--- config.mk ---
export PLATFORM = sky130hd
export DESIGN_NAME = cart_bank_rtc
export DESIGN_NICKNAME = d
export VERILOG_FILES = /design/src/rtl/cbr_pkg.sv /design/src/rtl/cbr_ctl.sv /design/src/rtl/cbr_clock.sv /design/src/rtl/cbr_map.sv /design/src/rtl/cart_bank_rtc.sv
export SDC_FILE = /design/constraint.sdc
export NUM_CORES = 1
export LEC_CHECK = 0
export ABC_AREA = 0
export CORE_AREA = 10 10 86 145
export DETAILED_ROUTE_END_ITERATION = 12
export DIE_AREA = 0 0 96 155
export MAX_ROUTING_LAYER = met4
export PLACE_DENSITY = 0.65
export SYNTH_ARGS = -nofsm -noshare
export SYNTH_HDL_FRONTEND = slang
export SYNTH_SLANG_ARGS = --single-unit
--- constraint.sdc ---
create_clock -name clk -period 3.8 [get_ports clk]
set_input_delay 0.76 -clock clk [delete_from_list [all_inputs] [get_ports clk]]
set_output_delay 0.76 -clock clk [all_outputs]
set_load 0.03 [all_outputs]
--- src/rtl/cbr_pkg.sv ---
package cbr_pkg;

   // Bus windows decoded from address bits 15:13
   localparam logic [2:0] WIN_ENABLE = 3'd0;
   localparam logic [2:0] WIN_ROMSEL = 3'd1;
   localparam logic [2:0] WIN_SELECT = 3'd2;
   localparam logic [2:0] WIN_LATCH  = 3'd3;
   localparam logic [2:0] WIN_EXT    = 3'd5;

   localparam int ROM_OFS_W = 14;
   localparam int RAM_OFS_W = 13;

   localparam int SECS_PER_MIN = 60;
   localparam int MINS_PER_HR  = 60;
   localparam int HRS_PER_DAY  = 24;

   localparam int SEC_W = $clog2(SECS_PER_MIN);
   localparam int MIN_W = $clog2(MINS_PER_HR);
   localparam int HR_W  = $clog2(HRS_PER_DAY);
   localparam int DAY_W = 9;

   localparam logic [SEC_W-1:0] SEC_LAST = SEC_W'(SECS_PER_MIN - 1);
   localparam logic [MIN_W-1:0] MIN_LAST = MIN_W'(MINS_PER_HR - 1);
   localparam logic [HR_W-1:0]  HR_LAST  = HR_W'(HRS_PER_DAY - 1);

   localparam int CLK_REGS  = 5;
   localparam int CLK_IDX_W = $clog2(CLK_REGS);

   typedef enum logic {SEL_RAM = 1'b0, SEL_CLK = 1'b1} win_kind_e;

   typedef struct packed {
      logic             carry;
      logic             halt;
      logic [DAY_W-1:0] day;
      logic [HR_W-1:0]  hr;
      logic [MIN_W-1:0] min;
      logic [SEC_W-1:0] sec;
   } clk_time_t;

   typedef logic [CLK_REGS-1:0][7:0] clk_view_t;

   function automatic clk_view_t time_view(clk_time_t t);
      clk_view_t v;
      v[0] = 8'(t.sec);
      v[1] = 8'(t.min);
      v[2] = 8'(t.hr);
      v[3] = t.day[7:0];
      v[4] = {t.carry, t.halt, 5'b00000, t.day[DAY_W-1]};
      return v;
   endfunction

endpackage

--- src/rtl/cbr_ctl.sv ---
module cbr_ctl
   import cbr_pkg::*;
#(
   parameter int ROM_BANK_W = 7,
   parameter int RAM_BANK_W = 2
) (
   input  logic                  clk,
   input  logic                  rst_n,
   input  logic [15:0]           addr,
   input  logic [7:0]            wdata,
   input  logic                  wr,
   output logic [ROM_BANK_W-1:0] rom_bank,
   output logic [RAM_BANK_W-1:0] ram_bank,
   output win_kind_e             kind,
   output logic [CLK_IDX_W-1:0]  clk_idx,
   output logic                  access_en,
   output logic                  latched,
   output logic                  latch_go,
   output logic                  clk_wr
);

   logic [2:0]            win;
   logic [ROM_BANK_W-1:0] rom_req;
   logic [7:0]            latch_q;

   assign win     = addr[15:13];
   assign rom_req = wdata[ROM_BANK_W-1:0];

   always_ff @(posedge clk or negedge rst_n) begin
      if (!rst_n) begin
         rom_bank  <= ROM_BANK_W'(1);
         ram_bank  <= '0;
         kind      <= SEL_RAM;
         clk_idx   <= '0;
         access_en <= 1'b0;
         latch_q   <= 8'h00;
      end else if (wr) begin
         case (win)
            WIN_ENABLE: access_en <= (wdata[3:0] == 4'hA);
            WIN_ROMSEL: rom_bank  <= (rom_req == '0) ? ROM_BANK_W'(1) : rom_req;
            WIN_SELECT: begin
               if (wdata <= 8'h03) begin
                  kind     <= SEL_RAM;
                  ram_bank <= wdata[RAM_BANK_W-1:0];
               end else if (wdata >= 8'h08 && wdata <= 8'h0C) begin
                  kind    <= SEL_CLK;
                  clk_idx <= wdata[CLK_IDX_W-1:0];
               end
            end
            WIN_LATCH:  latch_q <= wdata;
            default: ;
         endcase
      end
   end

   assign latched  = (latch_q != 8'h00);
   assign latch_go = wr && (win == WIN_LATCH) && (latch_q == 8'h00) && (wdata == 8'h01);
   assign clk_wr   = wr && (win == WIN_EXT) && access_en && (kind == SEL_CLK);

   p_zero_bank_r1: assert property (@(posedge clk) disable iff (!rst_n)
      (wr && win == WIN_ROMSEL && wdata[6:0] == 7'h00) |=> (rom_bank == ROM_BANK_W'(1)));

endmodule

--- src/rtl/cbr_clock.sv ---
module cbr_clock
   import cbr_pkg::*;
(
   input  logic                 clk,
   input  logic                 rst_n,
   input  logic                 tick,
   input  logic                 clk_wr,
   input  logic [CLK_IDX_W-1:0] wr_idx,
   input  logic [7:0]           wdata,
   input  logic                 latch_go,
   output clk_view_t            live_view,
   output clk_view_t            snap_view
);

   clk_time_t live_q;
   clk_time_t nxt;

   always_comb begin
      nxt = live_q;
      if (live_q.sec >= SEC_LAST) begin
         nxt.sec = '0;
         if (live_q.min >= MIN_LAST) begin
            nxt.min = '0;
            if (live_q.hr >= HR_LAST) begin
               nxt.hr = '0;
               if (&live_q.day) begin
                  nxt.day   = '0;
                  nxt.carry = 1'b1;
               end else begin
                  nxt.day = live_q.day + 1'b1;
               end
            end else begin
               nxt.hr = live_q.hr + 1'b1;
            end
         end else begin
            nxt.min = live_q.min + 1'b1;
         end
      end else begin
         nxt.sec = live_q.sec + 1'b1;
      end
   end

   // A CPU write to the clock wins over a tick in the same cycle.
   always_ff @(posedge clk or negedge rst_n) begin
      if (!rst_n) begin
         live_q <= '0;
      end else if (clk_wr) begin
         case (wr_idx)
            3'd0: live_q.sec <= wdata[SEC_W-1:0];
            3'd1: live_q.min <= wdata[MIN_W-1:0];
            3'd2: live_q.hr  <= wdata[HR_W-1:0];
            3'd3: live_q.day[7:0] <= wdata;
            3'd4: begin
               live_q.day[DAY_W-1] <= wdata[0];
               live_q.halt         <= wdata[6];
               live_q.carry        <= wdata[7];
            end
            default: ;
         endcase
      end else if (tick && !live_q.halt) begin
         live_q <= nxt;
      end
   end

   assign live_view = time_view(live_q);

   logic [7:0] snap_q [CLK_REGS];

   for (genvar g = 0; g < CLK_REGS; g++) begin : g_snap
      always_ff @(posedge clk or negedge rst_n) begin
         if (!rst_n)        snap_q[g] <= 8'h00;
         else if (latch_go) snap_q[g] <= live_view[g];
      end
      assign snap_view[g] = snap_q[g];

      p_snap_hold_r6: assert property (@(posedge clk) disable iff (!rst_n)
         !latch_go |=> $stable(snap_q[g]));
   end

   p_sec_wrap_r9: assert property (@(posedge clk) disable iff (!rst_n)
      (tick && !clk_wr && !live_q.halt && live_q.sec == SEC_LAST) |=> (live_q.sec == '0));

   p_halt_freeze_r10: assert property (@(posedge clk) disable iff (!rst_n)
      (live_q.halt && !clk_wr) |=> $stable(live_q));

   p_day_wrap_r11: assert property (@(posedge clk) disable iff (!rst_n)
      (tick && !clk_wr && !live_q.halt && live_q.sec == SEC_LAST && live_q.min == MIN_LAST
       && live_q.hr == HR_LAST && (&live_q.day)) |=> (live_q.carry && live_q.day == '0));

   p_carry_sticky_r11: assert property (@(posedge clk) disable iff (!rst_n)
      (live_q.carry && !(clk_wr && wr_idx == 3'd4)) |=> live_q.carry);

endmodule

--- src/rtl/cbr_map.sv ---
module cbr_map
   import cbr_pkg::*;
#(
   parameter int ROM_BANK_W = 7,
   parameter int RAM_BANK_W = 2
) (
   input  logic [15:0]                     addr,
   input  logic                            rd,
   input  logic                            wr,
   input  logic [ROM_BANK_W-1:0]           rom_bank,
   input  logic [RAM_BANK_W-1:0]           ram_bank,
   input  win_kind_e                       kind,
   input  logic [CLK_IDX_W-1:0]            clk_idx,
   input  logic                            access_en,
   input  logic                            latched,
   input  clk_view_t                       live_view,
   input  clk_view_t                       snap_view,
   output logic [ROM_BANK_W+ROM_OFS_W-1:0] rom_addr,
   output logic [RAM_BANK_W+RAM_OFS_W-1:0] ram_addr,
   output logic                            ram_cs,
   output logic                            ram_we,
   output logic                            rtc_hit,
   output logic [7:0]                      rtc_rdata
);

   logic       in_ext;
   logic [7:0] reg_val;

   assign in_ext   = (addr[15:13] == WIN_EXT);
   assign rom_addr = {({ROM_BANK_W{addr[14]}} & rom_bank), addr[ROM_OFS_W-1:0]};
   assign ram_addr = {ram_bank, addr[RAM_OFS_W-1:0]};

   assign ram_cs = in_ext && access_en && (kind == SEL_RAM) && (rd || wr);
   assign ram_we = ram_cs && wr;

   always_comb begin
      reg_val = 8'h00;
      if (32'(clk_idx) < CLK_REGS)
         reg_val = latched ? snap_view[clk_idx] : live_view[clk_idx];
   end

   assign rtc_hit   = in_ext && access_en && (kind == SEL_CLK) && rd;
   assign rtc_rdata = rtc_hit ? reg_val : 8'h00;

endmodule

--- src/rtl/cart_bank_rtc.sv ---
module cart_bank_rtc
   import cbr_pkg::*;
#(
   parameter int ROM_BANK_W = 7,
   parameter int RAM_BANK_W = 2,
   localparam int ROM_AW = ROM_BANK_W + ROM_OFS_W,
   localparam int RAM_AW = RAM_BANK_W + RAM_OFS_W
) (
   input  logic              clk,
   input  logic              rst_n,
   input  logic [15:0]       bus_addr,
   input  logic [7:0]        bus_wdata,
   input  logic              bus_wr,
   input  logic              bus_rd,
   input  logic              sec_tick,
   output logic [ROM_AW-1:0] rom_addr,
   output logic [RAM_AW-1:0] ram_addr,
   output logic              ram_cs,
   output logic              ram_we,
   output logic              rtc_hit,
   output logic [7:0]        rtc_rdata
);

   if (ROM_BANK_W < 1 || ROM_BANK_W > 7) begin : g_bad_rom_w
      $error("ROM_BANK_W must lie in 1..7");
   end
   if (RAM_BANK_W < 1 || RAM_BANK_W > 2) begin : g_bad_ram_w
      $error("RAM_BANK_W must lie in 1..2");
   end

   logic [ROM_BANK_W-1:0] rom_bank;
   logic [RAM_BANK_W-1:0] ram_bank;
   win_kind_e             kind;
   logic [CLK_IDX_W-1:0]  clk_idx;
   logic                  access_en;
   logic                  latched;
   logic                  latch_go;
   logic                  clk_wr;
   clk_view_t             live_view;
   clk_view_t             snap_view;

   cbr_ctl #(.ROM_BANK_W(ROM_BANK_W), .RAM_BANK_W(RAM_BANK_W)) u_ctl (
      .clk       (clk),
      .rst_n     (rst_n),
      .addr      (bus_addr),
      .wdata     (bus_wdata),
      .wr        (bus_wr),
      .rom_bank  (rom_bank),
      .ram_bank  (ram_bank),
      .kind      (kind),
      .clk_idx   (clk_idx),
      .access_en (access_en),
      .latched   (latched),
      .latch_go  (latch_go),
      .clk_wr    (clk_wr)
   );

   cbr_clock u_clock (
      .clk       (clk),
      .rst_n     (rst_n),
      .tick      (sec_tick),
      .clk_wr    (clk_wr),
      .wr_idx    (clk_idx),
      .wdata     (bus_wdata),
      .latch_go  (latch_go),
      .live_view (live_view),
      .snap_view (snap_view)
   );

   cbr_map #(.ROM_BANK_W(ROM_BANK_W), .RAM_BANK_W(RAM_BANK_W)) u_map (
      .addr      (bus_addr),
      .rd        (bus_rd),
      .wr        (bus_wr),
      .rom_bank  (rom_bank),
      .ram_bank  (ram_bank),
      .kind      (kind),
      .clk_idx   (clk_idx),
      .access_en (access_en),
      .latched   (latched),
      .live_view (live_view),
      .snap_view (snap_view),
      .rom_addr  (rom_addr),
      .ram_addr  (ram_addr),
      .ram_cs    (ram_cs),
      .ram_we    (ram_we),
      .rtc_hit   (rtc_hit),
      .rtc_rdata (rtc_rdata)
   );

endmodule

==> metrics.md <==
| Metric | Value |
|---|---|
| Crit. End Element | primary output |
| R2R cell count | 5 |
| Most frequent cells in the layout | dfrtp_1, mux2_2, nand2_1, clkdlybuf4s50_1, o21ai_0 |
| Vias in the first global route | between 3,000 and 4,000 |
| Initial antenna violation count | 0 |
| Tmin final | 3.51 ns |
| Gr busiest metal | met2 |
| Synth Instances | 400 |
| # hold bufs at CTS | 0 |
| Post-Syn Area | ~4400 sq um |
| Max Freq | between 0.2 and 0.3 GHz |
| Sink Count | 78 |
| Clk root buf | clkbuf_16 |
| Max-slew violations | 0 |
| Grt ovf | 0 |
| Final setup viols | 0 |
| DR DRC count | 0 |
| Reg clk slew, reported paths | 0.06 ns |
| CP Launch Point | bus_addr[14] |
| Crit path max-delay family | buffers and inverters |
| Worst min-delay path class | reg2reg |
| Area grow syn2layout | 13.5% |
| Starting density of the core | a little over two fifths |
| WP buf/inv | 2 |
| Syn nets | around 430 |
| Drt pass-1 iters | 5 |
| Fin worst setup slack | approximately 0.29 ns |
| Fraction of registers with async set/reset | 100% |
| Core area | a little over 10,000 sq um |
| Cell Rows | 49 |
| GR Util met3 | 3.28% |
| Cts repair resizes | 0 |
| Via density | around 6 |
| Detailed-route via count | roughly 3,300 |
| CP dominant cell by count | clkdlybuf4s50_1 |
| Synth area leader | dfrtp_1 |
| Worst vdd ir | 0.260 mV |
| Maximum number of pins on one net before global-route repair | between 70 and 80 |
| Worst r2r src | u_clock.live_view[0]$_DFFE_PN0P_ |
| Worst path slowest cell | clkdlybuf4s50_1 |
| Skew final | ~0.0059 ns |
| Syn Area/Cell | ~11 sq um |
| Io pins | 76 |
| N_diodes | 0 |
| Port Buffers | 36 |
| Min-delay src | u_clock.snap_view[17]$_DFFE_PN0P_ |
| Ordered cell list for the critical path | clkdlybuf4s50_1 > nand4b_1 > nor3_1 > and2_1 > clkdlybuf4s50_1 |
| Power per cell area | roughly 440 nW/um^2 |
| Area share of the largest cell type after synthesis | approximately 44% |
| Status | complete, no violations |
| Worst EP required | around 3.0 ns |
| Die height | 155 um |
| Crit share post-route | 92.3% |
| Largest cells by area after synthesis | dfrtp_1, mux2_2, mux4_2, buf_4, o21ai_0 |
| Critical Path AT | around 2.8 ns |
| #FFs+latches synth | 78 |
| Reg2reg setup slack | 1.23 ns |
| Post-synth EDFFs | 0 |
| Slew headroom | about a third |
| H-tree depth | 3 |
| Setup TNS | 0 ns |
| Latest clock arrival within the worst-skew pair | approximately 0.34 ns |
| Initial DRC count | about 270 |
| YS warnings | 0 |
| Commonest non-fill, non-tap cell in the layout | dfrtp_1 |
| Static leakage | 2.21 nW |
| Clock Path Buffers | 2 |
| Max-cap violations | 0 |
| Share of post-route cells with drive strength above 1 | 23.8% |
| WL final | ~12,000 um |
| Die area | roughly 15,000 sq um |
| Endpoints failing hold | 0 |
| Post-CTS setup repair buffer count | 0 |
| Die X | ~96 um |
| RSZ-0062 raised after global routing | false |
| CP peak stage delay | 0.67 ns |
| Final #Nets | 453 |
| Crit path kind | in2out |
| First-pass GRT wire length | 19,400 um |
| Routed Antenna Nets | 0 |
| Min-Delay Endpoint | u_clock.snap_view[17]$_DFFE_PN0P_ |
| Post-synth top flop | dfrtp_1 |
| Worst hold stages | 1 |
| Global Route Usage Sum | roughly 17% |
| CTS tree | built |
| Met2 usage | just over 30% |
| Post-DP HPWL | a little under 9000 um |
| Per-cell routed wire length | roughly 22 um |
| Placer Congestion | just over 0.9 |
| Total CTS buffers | 9 |
| Critical Path Source Type | input pin |
| Sequential area share after synthesis | between 40% and 50% |
| Synth cell types | between 50 and 60 |
| Met1 usage in global routing | between 10% and 20% |
| Worst slew pin tran | 1.02 ns |
| FF-to-FF End | u_clock.live_view[16]$_DFFE_PN0P_ |
| Crit-path max FO | 7 |
| DP Worst Slack | ~0.26 ns |
==> worst max path at each step <==
stage | to | slack, ns | cells after the start
after floorplan | rtc_rdata[5] | 0.66 | 4
after global placement | ram_we | 0.30 | 5
after detailed placement | ram_we | 0.26 | 5
after CTS | ram_we | 0.25 | 5
after global routing | ram_we | 0.15 | 5
final | ram_we | 0.29 | 5
==> flip-flops by register name (all words and copies together), names as in the netlist <==
register and count:
u_ctl.kind 1, u_ctl.ram_bank 2, u_ctl.access_en 1, u_ctl.clk_idx 3, u_clock.snap_view 28, u_ctl.latch_q 8
u_clock.live_view 28, u_ctl.rom_bank 7
==> Yosys cell counts (2+ instances only) <==
cell       count
nand2b_1       4
mux2_1         4
buf_4         27
o31ai_1        5
buf_6          2
a21boi_0       3
dfrtp_1       77
nor2b_1        3
nor4_1         3
ha_1           5
nor4_4         2
o21ai_0       25
nor3b_1        3
a32oi_1        3
nand2_1       27
a31oi_1        5
a22oi_1        4
nand3_1       14
o211ai_1       2
mux2i_1        7
a211oi_1       4
o2111ai_1      2
a21oi_1       12
mux2_2        45
mux4_2        10
o22ai_1        2
o31a_1         2
inv_1          9
o21a_1         2
a21o_1         2
nor2_1        22
and3_1         6
nor3_1         6
a22o_1         6
buf_2          6
a221oi_1       3
clkbuf_1       5
nor3b_2        2
and2_1        10
==> cells by family (layout without fill, tap and decap cells) <==
kind of cell    count (synthesis)  after routing  share of synthesized area, %
simple gates                  110            110                          14.1
compound gates                 90             90                          13.8
flops                          78             78                          44.2
mux                            66             66                          19.2
buf+inv                        50             74                          7.05
fa+ha+maj                       5              5                          1.42
xor+xnor                        1              1                         0.198
==> routing by layer <==
layer	wire, um	part of all wire, %
met2	6670	56
met3	496	4.2
met1	4270	36
met5	0	0
met4	457	3.8
==> through the flow <==
| stage | std cells | hold slack [ns] | power (mW) | utilization [%] | area [sq um] |
|---|---|---|---|---|---|
| after floorplan | 400 | 0.451 | 1.28 | - | 4420 |
| after global placement | 535 | 0.465 | 1.37 | 47.1 | 4730 |
| after detailed placement | 535 | 0.474 | 1.38 | 47.1 | 4730 |
| after CTS | 551 | 0.490 | 2.19 | 49.9 | 5010 |
| after global routing | 551 | 0.511 | 2.28 | 49.9 | 5010 |
| final | 551 | 0.491 | 2.18 | 49.9 | 5010 |
==> layout make-up <==
cell class | instances | area (sq um)
clock inverter | 3 | 20.0
clock buffer | 13 | 260
fill | 930 | 5040
timing repair buffer | 49 | 435
inverter | 9 | 33.8
sequential | 78 | 1950
multi-input combinational | 272 | 2150
tap | 127 | 159
==> report_power, final <==
part	total (mW)	internal, mW	switching (mW)
logic	0.347	0.176	0.171
registers	1.02	0.915	0.109
clock network	0.813	0.477	0.336
Note: power is estimated with default switching activity, not from simulation.
